$ cat config.mk
export PLATFORM = sky130hd
export DESIGN_NAME = dma_engine
export DESIGN_NICKNAME = d
export VERILOG_FILES = /design/src/rtl/dma_pkg.sv /design/src/rtl/dma_regs.sv /design/src/rtl/dma_seq.sv /design/src/rtl/dma_engine.sv
export SDC_FILE = /design/constraint.sdc
export NUM_CORES = 1
export LEC_CHECK = 0
export BUFFER_PORTS_ARGS = -buffer_cell sky130_fd_sc_hd__buf_2
export CORE_ASPECT_RATIO = 0.9
export CORE_MARGIN = 2
export CORE_UTILIZATION = 29
export CTS_CLUSTER_SIZE = 28
export DETAILED_ROUTE_END_ITERATION = 16
export PLACE_DENSITY = 0.47
export RECOVER_POWER = 50
export SKIP_CTS_REPAIR_TIMING = 1
export SYNTH_ARGS = -nofsm -noshare
export SYNTH_HDL_FRONTEND = slang
export SYNTH_SLANG_ARGS = --single-unit
$ cat constraint.sdc
create_clock -name clk -period 4.4 [get_ports clk]
set_input_delay 0.44 -clock clk [delete_from_list [all_inputs] [get_ports clk]]
set_output_delay 0.44 -clock clk [all_outputs]
set_load 0.1 [all_outputs]
$ cat src/rtl/dma_pkg.sv
// Shared encodings for the block transfer engine.
// Assumes register index and mode bit positions are fixed by the host software.
package dma_pkg;

    typedef enum logic [1:0] {
        SEL_ADDR  = 2'd0,
        SEL_COUNT = 2'd1,
        SEL_MODE  = 2'd2
    } reg_sel_e;

    localparam int MODE_START = 0;
    localparam int MODE_TOMEM = 1;
    localparam int MODE_BURST = 2;
    localparam int MODE_BUSY  = 3;

    typedef enum logic [2:0] {
        ST_IDLE,
        ST_ARMED,
        ST_REQ,
        ST_XFER,
        ST_REL
    } seq_state_e;

    typedef struct packed {
        logic burst;
        logic to_mem;
    } xfer_mode_t;

endpackage

$ cat src/rtl/dma_regs.sv
// Host-visible registers: start address, remaining count, mode, and irq flag.
// Assumes host accesses happen only while bus_grant is low; the engine steps
// the address and count only while it holds the bus, so the two never collide.
module dma_regs
    import dma_pkg::*;
#(
    parameter int AW = 16,
    parameter int CW = 16,
    parameter int DW = 16
) (
    input  logic          clk,
    input  logic          rst_n,
    input  logic          cs,
    input  logic          wr_en,
    input  logic [1:0]    rsel,
    input  logic [DW-1:0] wdata,
    input  logic          bus_grant,
    input  logic          step,
    input  logic          finish,
    input  logic          busy,
    output logic [DW-1:0] rdata,
    output logic [AW-1:0] addr_q,
    output logic [CW-1:0] cnt_q,
    output xfer_mode_t    mode_q,
    output logic          irq_q,
    output logic          go
);

    logic host_wr;
    logic mode_wr;
    logic cnt_is_zero;

    assign host_wr     = cs && wr_en && !bus_grant;
    assign mode_wr     = host_wr && (rsel == SEL_MODE);
    assign cnt_is_zero = (cnt_q == '0);
    assign go          = mode_wr && wdata[MODE_START] && !cnt_is_zero;

    // Register update: host loads, per-word stepping and completion flag.
    always_ff @(posedge clk) begin
        if (!rst_n) begin
            addr_q <= '0;
            cnt_q  <= '0;
            mode_q <= '0;
            irq_q  <= 1'b0;
        end else begin
            if (step) begin
                addr_q <= addr_q + AW'(1);
                cnt_q  <= cnt_q - CW'(1);
            end
            if (finish) begin
                irq_q <= 1'b1;
            end
            if (host_wr) begin
                case (rsel)
                    SEL_ADDR:  addr_q <= wdata[AW-1:0];
                    SEL_COUNT: cnt_q  <= wdata[CW-1:0];
                    SEL_MODE: begin
                        mode_q.burst  <= wdata[MODE_BURST];
                        mode_q.to_mem <= wdata[MODE_TOMEM];
                        irq_q         <= wdata[MODE_START] && cnt_is_zero;
                    end
                    default: ;
                endcase
            end
        end
    end

    // Read mux: zero unless selected while the processor owns the bus.
    always_comb begin
        rdata = '0;
        if (cs && !bus_grant) begin
            case (rsel)
                SEL_ADDR:  rdata[AW-1:0] = addr_q;
                SEL_COUNT: rdata[CW-1:0] = cnt_q;
                SEL_MODE: begin
                    rdata[MODE_TOMEM] = mode_q.to_mem;
                    rdata[MODE_BURST] = mode_q.burst;
                    rdata[MODE_BUSY]  = busy;
                end
                default: rdata = '0;
            endcase
        end
    end

endmodule

$ cat src/rtl/dma_seq.sv
// Bus tenure sequencer: arms on start, requests the bus on peripheral demand,
// moves one word per granted cycle and releases per the tenure mode.
// Assumes bus_grant follows bus_req from an external arbiter.
module dma_seq
    import dma_pkg::*;
(
    input  logic clk,
    input  logic rst_n,
    input  logic go,
    input  logic bus_grant,
    input  logic dev_req,
    input  logic burst,
    input  logic last,
    input  logic cnt_zero,
    output logic bus_req,
    output logic xfer,
    output logic finish,
    output logic busy
);

    seq_state_e state_q, state_d;

    assign xfer    = (state_q == ST_XFER) && bus_grant && dev_req;
    assign finish  = xfer && last;
    assign bus_req = (state_q == ST_REQ) || (state_q == ST_XFER);
    assign busy    = (state_q != ST_IDLE);

    // Next-state selection for the tenure sequence.
    always_comb begin
        state_d = state_q;
        case (state_q)
            ST_IDLE:  if (go) state_d = ST_ARMED;
            ST_ARMED: if (dev_req && !bus_grant) state_d = ST_REQ;
            ST_REQ:   if (bus_grant) state_d = ST_XFER;
            ST_XFER:  if (!xfer || last || !burst) state_d = ST_REL;
            ST_REL:   if (!bus_grant) state_d = cnt_zero ? ST_IDLE : ST_ARMED;
            default:  state_d = ST_IDLE;
        endcase
    end

    // State register.
    always_ff @(posedge clk) begin
        if (!rst_n) state_q <= ST_IDLE;
        else        state_q <= state_d;
    end

endmodule

$ cat src/rtl/dma_engine.sv
// Top of the block transfer engine: register port plus tenure sequencer.
// Assumes DW is at least AW, CW and 4; memory outputs are zero unless granted.
module dma_engine
    import dma_pkg::*;
#(
    parameter int AW = 16,
    parameter int CW = 16,
    parameter int DW = 16
) (
    input  logic          clk,
    input  logic          rst_n,
    input  logic          cs,
    input  logic          wr_en,
    input  logic [1:0]    rsel,
    input  logic [DW-1:0] wdata,
    output logic [DW-1:0] rdata,
    input  logic          bus_grant,
    output logic          bus_req,
    output logic [AW-1:0] mem_addr,
    output logic          mem_rd,
    output logic          mem_wr,
    input  logic          dev_req,
    output logic          dev_ack,
    output logic          irq
);

    logic [AW-1:0] addr_q;
    logic [CW-1:0] cnt_q;
    xfer_mode_t    mode_q;
    logic          go;
    logic          xfer;
    logic          finish;
    logic          busy;
    logic          last;
    logic          cnt_zero;

    assign last     = (cnt_q == CW'(1));
    assign cnt_zero = (cnt_q == '0);

    dma_regs #(.AW(AW), .CW(CW), .DW(DW)) u_regs (
        .clk       (clk),
        .rst_n     (rst_n),
        .cs        (cs),
        .wr_en     (wr_en),
        .rsel      (rsel),
        .wdata     (wdata),
        .bus_grant (bus_grant),
        .step      (xfer),
        .finish    (finish),
        .busy      (busy),
        .rdata     (rdata),
        .addr_q    (addr_q),
        .cnt_q     (cnt_q),
        .mode_q    (mode_q),
        .irq_q     (irq),
        .go        (go)
    );

    dma_seq u_seq (
        .clk       (clk),
        .rst_n     (rst_n),
        .go        (go),
        .bus_grant (bus_grant),
        .dev_req   (dev_req),
        .burst     (mode_q.burst),
        .last      (last),
        .cnt_zero  (cnt_zero),
        .bus_req   (bus_req),
        .xfer      (xfer),
        .finish    (finish),
        .busy      (busy)
    );

    assign mem_addr = xfer ? addr_q : '0;
    assign mem_rd   = xfer && !mode_q.to_mem;
    assign mem_wr   = xfer && mode_q.to_mem;
    assign dev_ack  = xfer;

endmodule

==> parameters.txt <==
Parameter                              Value

Status
  Status ... finished clean

Timing
  RSZ-0062 raised after global routing ... false
  Final count of hold timing violations ... 0
  Relative slew margins ... 0.190
  Final hold slack ... 0.437 ns
  Slew Limit Fails ... 0
  Setup Viol. Count Final ... 0
  Portion of the clock cycle consumed by the worst path in the final layout ... 0.721
  Minimum period implied by the final worst setup slack ... 3.17 ns
  Final worst setup slack ... 1.23 ns
  Final sum of negative setup slack ... 0 ns
  Slew @ Worst Pin ... 1.21 ns
  Maximum clock frequency ... 315 MHz
  Layout Skew ... 0.00718 ns

Global route
  Met3 layer usage reported by global route ... 0.0340
  First-pass GRT wire length ... 13200 µm
  Via count of the first global-routing pass ... 2398
  Met1 Track Usage GR ... 0.263
  Remaining Overflow, GRT ... 0
  Global router's overall resource usage ... 0.180
  Number of antenna violations at the first check in global routing ... 0
  Met2 capacity usage during global routing ... 0.270
  Layer carrying the most global-route usage ... met2
  Pin count of the biggest net entering global routing ... 32

Layout
  # nets final ... 403
  Layout overhead on the synthesized area ... 16.3%
  Fraction of final layout cells sized beyond drive strength 1 ... 0.155
  ANT cells ... 0
  Filler Cell Count ... 950
  Design Area, Final ... 0.00292 mm²

CTS
  Clk Latency, worst-skew pair ... 0.30 ns
  CTS tree ... built
  Sink Count ... 38
  Maximum buffer depth of the clock tree ... 2
  Clock transition at path regs ... 0.07 ns
  Clock tree root buffer cell ... sky130_fd_sc_hd__clkbuf_8
  H-tree Lvls ... 2
  Number of CTS-inserted buffers ... 5

Logic synthesis
  Syn Inst Count ... 328
  Post-Syn Area per Cell ... 7.67 µm²
  Number of synthesis warnings ... 0
  Most frequent cell after synthesis ... sky130_fd_sc_hd__dfxtp_1
  Fraction of registers with async set/reset ... 0
  Count of flip-flops with a built-in enable after synthesis ... 0
  Library cells used by synthesis ... 53
  Post-synth design cell area ... 0.00251 mm²
  Number of storage elements in the synthesis netlist ... 38
  Dominant register cell in the synthesized netlist ... sky130_fd_sc_hd__dfxtp_1
  Portion of the post-synthesis area used by sequential elements ... 0.302
  Total nets after synthesis ... 356
  Synth top area cells ... sky130_fd_sc_hd__dfxtp_1 (30%), sky130_fd_sc_hd__o21ai_0 (6.8%), sky130_fd_sc_hd__mux2i_1 (6.4%), sky130_fd_sc_hd__nor2_1 (4.8%), sky130_fd_sc_hd__a31oi_1 (4.2%)
  Area share of the leading cell type in the synthesized netlist ... 0.302
  Ranking of synthesized cells by instance count ... sky130_fd_sc_hd__dfxtp_1 (38), sky130_fd_sc_hd__o21ai_0 (34), sky130_fd_sc_hd__nor2_1 (32)
  Cell taking the most area after synthesis ... sky130_fd_sc_hd__dfxtp_1

Pwr
  Power density relative to cell area ... 235 mW/mm²
  Static leakage ... 1.11 nW
  Peak VDD IR ... 0.0000959 V

Placement
  Count of port buffers added during placement ... 60
  HPWL Detailed ... 6340 µm
  Final weighted congestion in routability-driven placement ... 0.878
  Post-placement worst setup slack ... 1.51 ns
  Post-DP Area ... 0.00287 mm²

Detailed routing
  Wire length after detailed routing ... 8380 µm
  Number of nets with antenna violations after detailed routing ... 0
  Iteration-0 DRC Markers ... 170
  Total via count in the routed design ... 2642
  Number of DRC violations after detailed routing ... 0
  Post-DR vias/cell ... 5.35
  Drt first pass iters ... 5
  Detailed-route wire length per cell ... 17.0 µm

Floorplan
  Area of the core region ... 0.00849 mm²
  Overall die width ... 102 µm
  Die Y ... 92.3 µm
  Number of I/O pins ... 61
  Std cell rows ... 32
  Die area ... 0.00943 mm²
  Starting density of the core ... 0.296

Worst setup path
  Required time at the worst-slack endpoint ... 3.96 ns
  Count of cells along the worst register-to-register path ... 4
  Arr. time, crit path ... 2.73 ns
  Critical-path maximum fanout ... 22
  Capture instance of the worst register-to-register path ... u_regs.cnt_q[11]
  Startpoint kind of the worst setup timing path ... flop
  Worst reg-to-reg setup slack ... 1.92 ns
  Crit path capture type ... primary output
  Startpoint of the lowest-slack register-to-register path ... u_seq.state_q[1]
  Startpoint-to-endpoint class of the critical path ... reg2out

Worst hold path
  Hold Crit Class ... in2reg
  Worst hold path stage count ... 3
  Hold path startpoint ... wdata[1]
  Hold Crit Endpoint ... u_regs.cnt_q[1]

Flow run
  Maximum capacitance violations ... 0
registers in the layout, summed over array words and instances (netlist names):
register       count
u_regs.addr_q     16
u_regs.cnt_q      16
u_seq.state_q      3
u_regs.mode_q      2
u_regs.irq_q       1
layout make-up:
type | instances | area [µm²] | area share
flip-flops and latches | 38 | 761 | 0.260
clock buffers | 7 | 76.3 | 0.0261
well taps | 119 | 149 | 0.0509
multi-input cells | 258 | 1610 | 0.550
repair buffers | 62 | 292 | 0.0997
inverters | 10 | 37.5 | 0.0128
per-layer routing:
metal | part of all wire | vias to the layer above | routed length, µm
met5 | 0 | - | 0
met4 | 0.015 | 0 | 128
met3 | 0.046 | 9 | 383
met2 | 0.44 | 67 | 3730
met1 | 0.49 | 1250 | 4140
li1 | - | 1316 | -
where the power goes:
group | leakage (nW) | internal [mW] | switching, mW
Clock | 0.0383 | 0.109 | 0.124
Sequential | 0.307 | 0.350 | 0.0104
Combinational | 0.768 | 0.0309 | 0.0616
Total | 1.11 | 0.491 | 0.196
critical path, cell delays in order (launching register included):
cell and delay (ns):
sky130_fd_sc_hd__dfxtp_1 0.52, sky130_fd_sc_hd__and3b_1 0.66, sky130_fd_sc_hd__nand2_1 0.36, sky130_fd_sc_hd__clkinv_1 0.28
sky130_fd_sc_hd__ha_1 0.19, sky130_fd_sc_hd__buf_2 0.42
cells by family (layout without fill, tap and decap cells):
kind of cell / after synthesis / after routing / synth area share
xor+xnor: 14 / 14 / 0.0488
mux: 16 / 16 / 0.0637
compound gates: 90 / 90 / 0.211
flops: 38 / 38 / 0.302
simple gates: 134 / 134 / 0.297
fa+ha+maj: 4 / 4 / 0.0199
buf+inv: 32 / 79 / 0.0572
layout by cell type, fill, tap and decap left out, types with 2 or more instances in the layout:
cell	instances
sky130_fd_sc_hd__a211oi_1	2
sky130_fd_sc_hd__mux2i_1	16
sky130_fd_sc_hd__o21ai_0	34
sky130_fd_sc_hd__a21oi_1	20
sky130_fd_sc_hd__or4_1	9
sky130_fd_sc_hd__nand2b_1	4
sky130_fd_sc_hd__nand3_1	12
sky130_fd_sc_hd__nor4_1	8
sky130_fd_sc_hd__dfxtp_1	38
sky130_fd_sc_hd__or3_1	7
sky130_fd_sc_hd__nand4_1	9
sky130_fd_sc_hd__buf_2	44
sky130_fd_sc_hd__xnor2_1	7
sky130_fd_sc_hd__clkinv_1	2
sky130_fd_sc_hd__nor2_1	32
sky130_fd_sc_hd__clkbuf_1	19
sky130_fd_sc_hd__nor3_1	6
sky130_fd_sc_hd__a31oi_1	17
sky130_fd_sc_hd__xor2_1	7
sky130_fd_sc_hd__clkbuf_8	5
sky130_fd_sc_hd__and3_1	12
sky130_fd_sc_hd__nand2_1	17
sky130_fd_sc_hd__o31ai_1	8
sky130_fd_sc_hd__inv_1	8
sky130_fd_sc_hd__nor2b_1	2
sky130_fd_sc_hd__ha_1	4
through the flow:
step	total power, mW	instances	utilization
after floorplan	0.426	328	-
after global placement	0.461	487	0.338
after detailed placement	0.460	487	0.338
after CTS	0.694	494	0.347
after global routing	0.719	494	0.344
final	0.687	494	0.344
worst max-delay path by stage:
stage | endpoint | cells after the start | startpoint | slack [ns]
after global routing | mem_addr[0] | 5 | u_seq.state_q[1] | 1.06
final | mem_addr[0] | 5 | u_seq.state_q[1] | 1.23
after floorplan | u_regs.addr_q[7] | 5 | u_seq.state_q[1] | 1.05
after global placement | u_regs.addr_q[7] | 5 | rsel[0] | 1.65
after CTS | mem_addr[0] | 5 | u_seq.state_q[1] | 1.56
after detailed placement | u_regs.addr_q[12] | 5 | rsel[0] | 1.51
Note: power is estimated with default switching activity, not from simulation.
